File: config.mk
export PLATFORM = sky130hd
export DESIGN_NAME = wiper_cmd_ctrl
export DESIGN_NICKNAME = d
export VERILOG_FILES = /design/src/rtl/wcc_pkg.sv /design/src/rtl/wcc_decode.sv /design/src/rtl/wcc_wiper.sv /design/src/rtl/wcc_nvreg.sv /design/src/rtl/wiper_cmd_ctrl.sv
export SDC_FILE = /design/constraint.sdc
export NUM_CORES = 1
export LEC_CHECK = 0
export ABC_CLOCK_PERIOD_IN_PS = 6700
export BUFFER_PORTS_ARGS = -buffer_cell sky130_fd_sc_hd__buf_2
export CORE_ASPECT_RATIO = 1.4
export CORE_MARGIN = 4
export CORE_UTILIZATION = 40
export DETAILED_ROUTE_END_ITERATION = 10
export SLEW_MARGIN = 25
export SYNTH_ARGS = -nofsm -noshare
export SYNTH_HDL_FRONTEND = slang
export SYNTH_SLANG_ARGS = --single-unit
File: constraint.sdc
create_clock -name clk -period 6.7 [get_ports clk]
set_input_delay 2.01 -clock clk [delete_from_list [all_inputs] [get_ports clk]]
set_output_delay 2.01 -clock clk [all_outputs]
set_load 0.02 [all_outputs]
File: src/rtl/wcc_pkg.sv
package wcc_pkg;
  typedef enum logic [1:0] {
    CMD_WRITE = 2'b00,
    CMD_READ  = 2'b01,
    CMD_STEP  = 2'b10
  } cmd_e;

  typedef enum logic [2:0] {
    S_IDLE,
    S_ADDR,
    S_ACCESS,
    S_DATA,
    S_STEP,
    S_DONE
  } dec_state_e;
endpackage

File: src/rtl/wcc_decode.sv
module wcc_decode
  import wcc_pkg::*;
#(
  parameter int WW        = 7,
  parameter int BW        = 8,
  parameter logic [7:0] ACC_ADDR  = 8'h02,
  parameter logic [7:0] REG_ADDR  = 8'h00,
  parameter logic [7:0] SEL_WIPER = 8'h80,
  parameter logic [7:0] SEL_DATA  = 8'h00
) (
  input  logic          clk,
  input  logic          rst_n,
  input  logic          start_evt,
  input  logic          stop_evt,
  input  logic          sel_vld,
  input  logic [1:0]    sel_cmd,
  input  logic          byte_vld,
  input  logic [BW-1:0] byte_in,
  input  logic          bit_vld,
  input  logic          bit_in,
  input  logic [WW-1:0] wiper_q,
  input  logic [WW-1:0] dr_q,
  output logic          wip_wr,
  output logic          dr_wr,
  output logic [WW-1:0] wr_val,
  output logic          step_en,
  output logic          step_up,
  output logic [BW-1:0] rd_data
);
  dec_state_e state_q, state_d;
  logic       step_mode_q, step_mode_d;
  logic       ptr_q, ptr_d;
  logic       acc_wiper_q, acc_wiper_d;
  logic [BW-1:0] rd_q, rd_d;
  logic [WW-1:0] sel_val;

  assign sel_val = acc_wiper_q ? wiper_q : dr_q;
  assign wr_val  = byte_in[WW-1:0];

  always_comb begin
    state_d     = state_q;
    step_mode_d = step_mode_q;
    ptr_d       = ptr_q;
    acc_wiper_d = acc_wiper_q;
    rd_d        = rd_q;
    wip_wr      = 1'b0;
    dr_wr       = 1'b0;
    step_en     = 1'b0;
    step_up     = bit_in;
    if (stop_evt) begin
      state_d = S_IDLE;
      ptr_d   = 1'b0;
    end else if (start_evt) begin
      state_d = S_IDLE;
    end else if (sel_vld) begin
      case (cmd_e'(sel_cmd))
        CMD_WRITE: begin
          state_d     = S_ADDR;
          step_mode_d = 1'b0;
        end
        CMD_STEP: begin
          state_d     = S_ADDR;
          step_mode_d = 1'b1;
        end
        CMD_READ: begin
          state_d = S_DONE;
          if (ptr_q) rd_d = {{(BW-WW){1'b0}}, sel_val};
        end
        default: state_d = S_DONE;
      endcase
    end else begin
      case (state_q)
        S_ADDR: if (byte_vld) begin
          if (byte_in == REG_ADDR) begin
            state_d = step_mode_q ? S_STEP : S_DATA;
            ptr_d   = !step_mode_q;
          end else if (byte_in == ACC_ADDR && !step_mode_q) begin
            state_d = S_ACCESS;
          end else begin
            state_d = S_DONE;
          end
        end
        S_ACCESS: if (byte_vld) begin
          if (byte_in == SEL_WIPER) acc_wiper_d = 1'b1;
          else if (byte_in == SEL_DATA) acc_wiper_d = 1'b0;
          state_d = S_DONE;
        end
        S_DATA: if (byte_vld) begin
          wip_wr  = acc_wiper_q;
          dr_wr   = !acc_wiper_q;
          state_d = S_DONE;
        end
        S_STEP: step_en = bit_vld;
        default: ;
      endcase
    end
  end

  always_ff @(posedge clk or negedge rst_n) begin
    if (!rst_n) begin
      state_q     <= S_IDLE;
      step_mode_q <= 1'b0;
      ptr_q       <= 1'b0;
      acc_wiper_q <= 1'b1;
      rd_q        <= '0;
    end else begin
      state_q     <= state_d;
      step_mode_q <= step_mode_d;
      ptr_q       <= ptr_d;
      acc_wiper_q <= acc_wiper_d;
      rd_q        <= rd_d;
    end
  end

  assign rd_data = rd_q;

  // read data never carries a bit above the register width
  assert_rd_msb_zero_R3: assert property (@(posedge clk) disable iff (!rst_n)
    rd_q[BW-1] == 1'b0);

  // at most one register is written per byte
  assert_single_target_R2: assert property (@(posedge clk) disable iff (!rst_n)
    !(wip_wr && dr_wr));
endmodule

File: src/rtl/wcc_wiper.sv
module wcc_wiper #(
  parameter int WW = 7
) (
  input  logic          clk,
  input  logic          rst_n,
  input  logic [WW-1:0] dr_q,
  input  logic          wr_en,
  input  logic [WW-1:0] wr_val,
  input  logic          step_en,
  input  logic          step_up,
  output logic [WW-1:0] wiper_q
);
  localparam logic [WW-1:0] WMAX = '1;
  localparam logic [WW-1:0] WMIN = '0;

  logic          loaded_q, loaded_d;
  logic [WW-1:0] wip_q, wip_d;
  logic          wip_en;

  always_comb begin
    wip_d    = wip_q;
    loaded_d = 1'b1;
    wip_en   = 1'b0;
    if (!loaded_q) begin
      wip_d  = dr_q;
      wip_en = 1'b1;
    end else if (wr_en) begin
      wip_d  = wr_val;
      wip_en = 1'b1;
    end else if (step_en) begin
      if (step_up && wip_q != WMAX) begin
        wip_d  = wip_q + 1'b1;
        wip_en = 1'b1;
      end else if (!step_up && wip_q != WMIN) begin
        wip_d  = wip_q - 1'b1;
        wip_en = 1'b1;
      end
    end
  end

  always_ff @(posedge clk or negedge rst_n) begin
    if (!rst_n) begin
      loaded_q <= 1'b0;
      wip_q    <= '0;
    end else begin
      loaded_q <= loaded_d;
      if (wip_en) wip_q <= wip_d;
    end
  end

  assign wiper_q = wip_q;

  assert_load_from_dr_R4: assert property (@(posedge clk) disable iff (!rst_n)
    !loaded_q |=> wip_q == $past(dr_q));

  assert_sat_high_R6: assert property (@(posedge clk) disable iff (!rst_n)
    (loaded_q && !wr_en && step_en && step_up && wip_q == WMAX) |=> wip_q == WMAX);

  assert_sat_low_R6: assert property (@(posedge clk) disable iff (!rst_n)
    (loaded_q && !wr_en && step_en && !step_up && wip_q == WMIN) |=> wip_q == WMIN);

  assert_step_up_R5: assert property (@(posedge clk) disable iff (!rst_n)
    (loaded_q && !wr_en && step_en && step_up && wip_q != WMAX) |=> wip_q == $past(wip_q) + 1'b1);
endmodule

File: src/rtl/wcc_nvreg.sv
module wcc_nvreg #(
  parameter int WW        = 7,
  parameter int BUSY_CYC  = 200,
  parameter logic [WW-1:0] DR_INIT = 7'd64
) (
  input  logic          clk,
  input  logic          rst_n,
  input  logic          dr_wr,
  input  logic [WW-1:0] wr_val,
  input  logic          stop_evt,
  output logic [WW-1:0] dr_q,
  output logic          busy
);
  localparam int CW = $clog2(BUSY_CYC + 1);
  localparam logic [CW-1:0] CNT_LOAD = CW'(BUSY_CYC);

  logic [WW-1:0] data_q;
  logic          pend_q, pend_d;
  logic [CW-1:0] cnt_q, cnt_d;

  always_comb begin
    pend_d = pend_q;
    cnt_d  = cnt_q;
    if (cnt_q != '0) cnt_d = cnt_q - 1'b1;
    if (dr_wr) pend_d = 1'b1;
    if (stop_evt && (pend_q || dr_wr)) begin
      pend_d = 1'b0;
      cnt_d  = CNT_LOAD;
    end
  end

  always_ff @(posedge clk or negedge rst_n) begin
    if (!rst_n) begin
      data_q <= DR_INIT;
      pend_q <= 1'b0;
      cnt_q  <= '0;
    end else begin
      if (dr_wr) data_q <= wr_val;
      pend_q <= pend_d;
      cnt_q  <= cnt_d;
    end
  end

  assign dr_q = data_q;
  assign busy = (cnt_q != '0);

  assert_busy_start_R9: assert property (@(posedge clk) disable iff (!rst_n)
    (stop_evt && pend_q) |=> busy);

  assert_busy_hold_R9: assert property (@(posedge clk) disable iff (!rst_n)
    (cnt_q > CW'(1)) |=> busy);
endmodule

File: src/rtl/wiper_cmd_ctrl.sv
module wiper_cmd_ctrl #(
  parameter int WW       = 7,
  parameter int BW       = 8,
  parameter int BUSY_CYC = 200,
  parameter logic [WW-1:0] DR_INIT = 7'd64
) (
  input  logic          clk,
  input  logic          rst_n,
  input  logic          start_evt,
  input  logic          stop_evt,
  input  logic          sel_vld,
  input  logic [1:0]    sel_cmd,
  input  logic          byte_vld,
  input  logic [BW-1:0] byte_in,
  input  logic          bit_vld,
  input  logic          bit_in,
  output logic [BW-1:0] rd_data,
  output logic          busy,
  output logic [WW-1:0] wiper
);
  logic          wip_wr, dr_wr, step_en, step_up;
  logic [WW-1:0] wr_val, dr_q, wiper_q;

  wcc_decode #(.WW(WW), .BW(BW)) u_dec (
    .clk(clk), .rst_n(rst_n), .start_evt(start_evt), .stop_evt(stop_evt),
    .sel_vld(sel_vld), .sel_cmd(sel_cmd), .byte_vld(byte_vld), .byte_in(byte_in),
    .bit_vld(bit_vld), .bit_in(bit_in), .wiper_q(wiper_q), .dr_q(dr_q),
    .wip_wr(wip_wr), .dr_wr(dr_wr), .wr_val(wr_val), .step_en(step_en),
    .step_up(step_up), .rd_data(rd_data)
  );

  wcc_wiper #(.WW(WW)) u_wip (
    .clk(clk), .rst_n(rst_n), .dr_q(dr_q), .wr_en(wip_wr), .wr_val(wr_val),
    .step_en(step_en), .step_up(step_up), .wiper_q(wiper_q)
  );

  wcc_nvreg #(.WW(WW), .BUSY_CYC(BUSY_CYC), .DR_INIT(DR_INIT)) u_nv (
    .clk(clk), .rst_n(rst_n), .dr_wr(dr_wr), .wr_val(wr_val),
    .stop_evt(stop_evt), .dr_q(dr_q), .busy(busy)
  );

  assign wiper = wiper_q;

  assert_wiper_write_quiet_R8: assert property (@(posedge clk) disable iff (!rst_n)
    (wip_wr && !busy) |=> !busy);
endmodule

==> flow_summary.toml, run 1 <==
[status]
outcome = "finished clean"

[synthesis]
synth_compound_gate_area_share = 0.137
synth_top_family_by_area = "simple AND/OR/NAND/NOR gates"
synthXorXnorAreaFrac = 0.0274
yosysSeqAreaShare = 0.414
synth_top_area_frac = 0.391
yosys.cell_types.count = 55
async_reset_ff_frac = 1.00
yosys.area.top_type = "dfrtp_1"
synthMuxAreaShare = 0.133
syn_avg_cell_area_um2 = 10.0
yosysMostFrequentCell = "dfrtp_1"
synthCells = 223
yosys.area_share.simple = 0.208
ys.flop_type = "dfrtp_1"
ys_ff_latch = 37
synthAdderAreaFrac = 0.0424
ys_warn_count = 0
synth_edf_count = 0
synthesis.area_um2 = 2240
synthTopCellsByArea = "dfrtp_1 (39%), mux2_4 (4.7%), mux2_2 (4.5%), nor2_1 (3.9%), mux2i_1 (3.6%)"
synthesis.nets = 248
yosys-top-cells-count = "dfrtp_1 (35), nor2_1 (23), nand2_1 (18), a21oi_1 (12), o21ai_0 (11)"

[worst_setup_path]
cpPeakStageDelay_ns = 0.48
crit_family = "simple AND/OR/NAND/NOR gates"
cp.required_ns = 4.69
cp_slowest_cell = "nor4b_1"
critPathBufInv = 2
end_kind = "output pin"
cp.arrival_ns = 2.06
worst-setup-path-type = "reg2out"
crit_chain = "inv_1 > ha_1 > nor4b_1 > nand3_1 > buf_2"
path_max_fanout = 7
cp-start-kind = "flop"

[die]
io_pins = 34
dieArea_um2 = 6880
rows = 32
fp.dieW_um = 71.3
start_util = 0.409
die_y_um = 96.6
core_um2 = 5490

[clocking]
cts_buffer_depth = 2
clk_latency_ns = 0.29
cts.sink_count = 37
clkTransAtPathRegs_ns = 0.08
cts_root_buf = "clkbuf_8"
post_cts_buffers = 0
cts_resized = 0
h-tree-depth = 2
tritoncts = "built"
numCtsBuffers = 5
postCtsHoldBufs = 0

[power_and_ir_drop]
power_frac_clock = 0.344
p_leak_nw = 1.11
pwr-share-comb = 0.210
switchingPower_w = 0.000175
p_int_w = 0.000417
switching_share = 0.295
peakVddDrop_mv = 0.0827
power_density_nw_per_um2 = 233
pwr-share-seq = 0.446

[sta]
hold_viol = 0
rsz0062_at_grt = "no"
tightest_slew_ns = 0.933
finalClockSkew_ns = 0.00803
fmax_mhz = 245
worst_slack_ns = 2.63
min_period_over_period = 0.608
setup_viol = 0
max_slew_margin = 0.376
maxSlewViolCount = 0
min_period_ns = 4.07
setup_tns_ns = 0

[global_routing]
grt_pass1_wl_um = 8760
grt_util_all_layers = 0.164
antenna_found_initial = 0
gr-total-overflow = 0
grt_pass1_vias = 1789
grt_start_max_net_pins = 38

[job]
cap_violations = 0

[placed_design]
pre_cts_slack_ns = 2.42
dp_hpwl_um = 3910
port_buffers = 32
gp_congestion = 0.876
placedCellCount = 313

[layout]
syn_to_final_growth_pct = 13.3
drive_gt1_frac = 0.257
fin_cells = 321
nets = 277
diodes = 0

[route]
antenna_left = 0
routed-via-count = 1793
drt-total-wl_um = 5200
vias_per_cell = 5.59
firstDrtPassIters = 4
drc = 0
wl_per_cell_um = 16.2
drt_iter0_drc = 137

[hold_path]
min_path_type = "reg2reg"
## tightest hold or removal path, cell delays in order, from the launching register on
cell	delay, ns
dfrtp_1	0.34
nor2_1	0.05
a21oi_1	0.10
## cell families after synthesis
logic type | count (synthesis)
DFF | 37
AOI/OAI and AO/OA | 47
muxes | 25
adders and majority gates | 7
xor gates and xnor gates | 7
other | 2
buffers and inverters | 13
and+or+nand+nor | 85
## cell type report
| class | count | area [µm²] |
|---|---|---|
| Multi-Input combinational cell | 173 | 1230 |
| Sequential cell | 37 | 928 |
| Clock inverter | 2 | 37.5 |
| Inverter | 3 | 11.3 |
| Fill cell | 536 | 2950 |
| Clock buffer | 6 | 82.6 |
| Tap cell | 68 | 85.1 |
| Timing Repair Buffer | 32 | 160 |
## sequential cells by signal, summed over array words and instances (netlist names)
| signal | flops |
|---|---|
| u_nv.cnt_q | 8 |
| u_dec.rd_data | 7 |
| u_nv.dr_q | 7 |
| u_wip.wiper_q | 7 |
| u_dec.state_q | 3 |
| u_dec.acc_wiper_q | 1 |
| u_dec.ptr_q | 1 |
| u_dec.step_mode_q | 1 |
| u_nv.pend_q | 1 |
| u_wip.loaded_q | 1 |
## per-layer routing
metal | wire length (µm) | up-vias | GRT usage
met3 | 181 | 11 | 0.0373
li1 | - | 871 | -
met4 | 146 | 0 | 0.0784
met1 | 2300 | 875 | 0.199
met2 | 2570 | 36 | 0.273
met5 | 0 | - | 0
## cells in the final DEF, fill, tap and decap left out, types with 2 or more instances in the layout
cell,n
dfrtp_1,35
buf_2,32
nor2_1,23
nand2_1,18
a21oi_1,12
o21ai_0,11
mux2_2,9
nor4_1,8
mux2i_1,8
mux2_4,7
nand3_1,6
xnor2_1,6
ha_1,6
clkbuf_8,6
nor3_1,5
inv_1,3
a211oi_1,3
a31oi_1,3
or2_2,3
nand4_1,2
and4b_1,2
and2_1,2
a211o_1,2
nand4b_1,2
o211ai_1,2
a21o_1,2
nand2b_1,2
o31ai_1,2
nor2b_1,2
and3b_1,2
conb_1,2
dfstp_2,2
## power by group through the flow
stage / clock network, W / logic, W / registers [W]
floorplan: 0 / 0.0000820 / 0.000270
global placement: 0 / 0.000123 / 0.000268
detailed placement: 0 / 0.000125 / 0.000268
CTS: 0.000211 / 0.000126 / 0.000264
global route: 0.000218 / 0.000140 / 0.000267
finish: 0.000204 / 0.000124 / 0.000263
## metrics by stage
step | cell area [µm²] | power (W) | utilization | hold WS [ns]
2_1_floorplan | 2240 | 0.000352 | - | 0.498
3_3_place_gp | 2420 | 0.000391 | 0.441 | 0.506
3_5_place_dp | 2420 | 0.000393 | 0.441 | 0.512
4_1_cts | 2540 | 0.000600 | 0.463 | 0.530
5_1_grt | 2540 | 0.000625 | 0.463 | 0.562
6_report | 2540 | 0.000591 | 0.463 | 0.521
## worst paths after layout
check                                        startpoint                           end  slack, ns  cells past startpoint
setup / recovery              u_nv.cnt_q[0]$_DFFE_PN0P_                          busy       2.63                      5
hold / removal             u_dec.rd_data[3]$_DFFE_PN0P_  u_dec.rd_data[3]$_DFFE_PN0P_       0.52                      2
setup reg to reg           u_wip.wiper_q[0]$_DFFE_PN0P_  u_wip.wiper_q[5]$_DFFE_PN0P_       3.49                      8
hold reg to reg            u_dec.rd_data[3]$_DFFE_PN0P_  u_dec.rd_data[3]$_DFFE_PN0P_       0.52                      2
max in group asynchronous                         rst_n      u_nv.dr_q[2]$_DFFE_PN0P_       4.37                      1
min in group asynchronous                         rst_n     u_nv.cnt_q[7]$_DFFE_PN0P_       1.81                      1
(Power assumes the default switching activity.)
==> inputs of run 2 (changes only) <==
--- a/config.mk
+++ b/config.mk
@@ -5,7 +5,7 @@
 export SDC_FILE = /design/constraint.sdc
 export NUM_CORES = 1
 export LEC_CHECK = 0
-export ABC_CLOCK_PERIOD_IN_PS = 6700
+export ABC_CLOCK_PERIOD_IN_PS = 3450
 export BUFFER_PORTS_ARGS = -buffer_cell sky130_fd_sc_hd__buf_2
 export CORE_ASPECT_RATIO = 1.4
 export CORE_MARGIN = 4
==> constraint.sdc (replaced) <==
create_clock -name clk -period 3.45 [get_ports clk]
set_input_delay 1.035 -clock clk [delete_from_list [all_inputs] [get_ports clk]]
set_output_delay 1.035 -clock clk [all_outputs]
set_load 0.02 [all_outputs]
==> flow_summary.toml, run 2 (synthesized netlist as in run 1, its figures left out) <==
[clocking]
h-tree-depth = 2
cts_root_buf = "clkbuf_8"
cts_buffer_depth = 2
clkTransAtPathRegs_ns = 0.07
postCtsHoldBufs = 0
tritoncts = "built"
clk_latency_ns = 0.29
cts.sink_count = 37
post_cts_buffers = 0
numCtsBuffers = 5
cts_resized = 0

[layout]
diodes = 0
largest_reg_flops = 8
drive_gt1_frac = 0.274
syn_to_final_growth_pct = 14.5
fin_cells = 327
final_cell_mix = "dfrtp_1 (35), buf_2 (32), nor2_1 (23)"
final_common_cell = "dfrtp_1"
nets = 283
regMostFlops = "u_nv.cnt_q"

[sta]
rsz0062_at_grt = "no"
fmax_mhz = 319
min_period_ns = 3.14
finalClockSkew_ns = 0.00370
tightest_slew_ns = 0.833
max_slew_margin = 0.444
maxSlewViolCount = 0
setup_viol = 0
setup_tns_ns = 0
hold_viol = 0
min_period_over_period = 0.910

[global_routing]
gr-total-overflow = 0
antenna_found_initial = 0
grt_pass1_vias = 1850
grt_pass1_wl_um = 8870
grt_util_all_layers = 0.163
grt_start_max_net_pins = 38

[worst_setup_path]
cp-start-kind = "flop"
path_max_fanout = 6
cp.required_ns = 3.63
end_kind = "flop"
worst-setup-path-type = "reg2reg"
cp.arrival_ns = 3.32

[power_and_ir_drop]
p_int_w = 0.000766
power_frac_clock = 0.302
p_leak_nw = 1.13
switchingPower_w = 0.000337
peakVddDrop_mv = 0.193
pwr-share-seq = 0.455
pwr-share-comb = 0.243
switching_share = 0.305
power_density_nw_per_um2 = 430

[die]
io_pins = 34
start_util = 0.409
core_um2 = 5490
fp.dieW_um = 71.3
dieArea_um2 = 6880
rows = 32
die_y_um = 96.6

[job]
cap_violations = 0

[placed_design]
dp_hpwl_um = 4010
port_buffers = 32
placedCellCount = 319
gp_congestion = 0.871

[route]
firstDrtPassIters = 4
drt-total-wl_um = 5240
drc = 0
routed-via-count = 1812
antenna_left = 0
drt_iter0_drc = 75
wl_per_cell_um = 16.0
vias_per_cell = 5.54

[hold_path]
min_path_type = "reg2reg"

[status]
outcome = "finished clean"
==> run 2: power by group through the flow <==
stage               clock, W  combinational [W]  sequential [W]
floorplan                  0           0.000159        0.000525
global placement           0           0.000267        0.000510
detailed placement         0           0.000268        0.000510
CTS                 0.000346           0.000270        0.000502
global route        0.000358           0.000300        0.000509
finish              0.000333           0.000268        0.000502
==> run 2: worst paths after layout <==
path	from	to	slack (ns)	depth (start not counted)
min in group asynchronous	rst_n	u_dec.state_q[0]$_DFFE_PN0P_	0.85	1
min reg2reg	u_dec.rd_data[4]$_DFFE_PN0P_	u_dec.rd_data[4]$_DFFE_PN0P_	0.53	2
max in group asynchronous	rst_n	u_wip.wiper_q[5]$_DFFE_PN0P_	2.08	1
max reg2reg	u_wip.wiper_q[2]$_DFFE_PN0P_	u_wip.wiper_q[5]$_DFFE_PN0P_	0.31	8
min	u_dec.rd_data[4]$_DFFE_PN0P_	u_dec.rd_data[4]$_DFFE_PN0P_	0.53	2
max	u_wip.wiper_q[2]$_DFFE_PN0P_	u_wip.wiper_q[5]$_DFFE_PN0P_	0.31	8
==> run 2: worst max-delay path: stages (launching register included) <==
cell,delay [ns]
dfrtp_1,0.47
nand4_1,0.18
o21ai_0,0.69
ha_1,0.36
a211o_1,0.32
a211oi_1,0.31
nor4_1,0.10
o32a_1,0.35
mux2_2,0.25
==> run 2: layout make-up <==
type	instances	area (µm²)
clock buffers	7	96.3
fillers	545	2920
repair buffers	38	205
well taps	68	85.1
inverters	3	11.3
multi-input cells	173	1230
clock inverters	1	5.00
flip-flops and latches	37	928
==> run 2: per-stage QoR <==
step | setup WS [ns] | hold slack [ns] | power, W | area (µm²) | utilization
2_1_floorplan | 0.511 | 0.498 | 0.000684 | 2240 | -
5_1_grt | 0.0699 | 0.547 | 0.00117 | 2570 | 0.468
4_1_cts | 0.334 | 0.532 | 0.00112 | 2570 | 0.468
3_3_place_gp | 0.189 | 0.502 | 0.000777 | 2460 | 0.449
6_report | 0.312 | 0.527 | 0.00110 | 2570 | 0.468
3_5_place_dp | 0.163 | 0.515 | 0.000779 | 2460 | 0.449
==> run 2: routing by layer <==
metal | global-route usage | vias to the layer above | routed length (µm)
li1 | - | 894 | -
met1 | 0.199 | 862 | 2300
met2 | 0.265 | 41 | 2500
met3 | 0.0321 | 15 | 211
met4 | 0.0956 | 0 | 228
met5 | 0 | - | 0
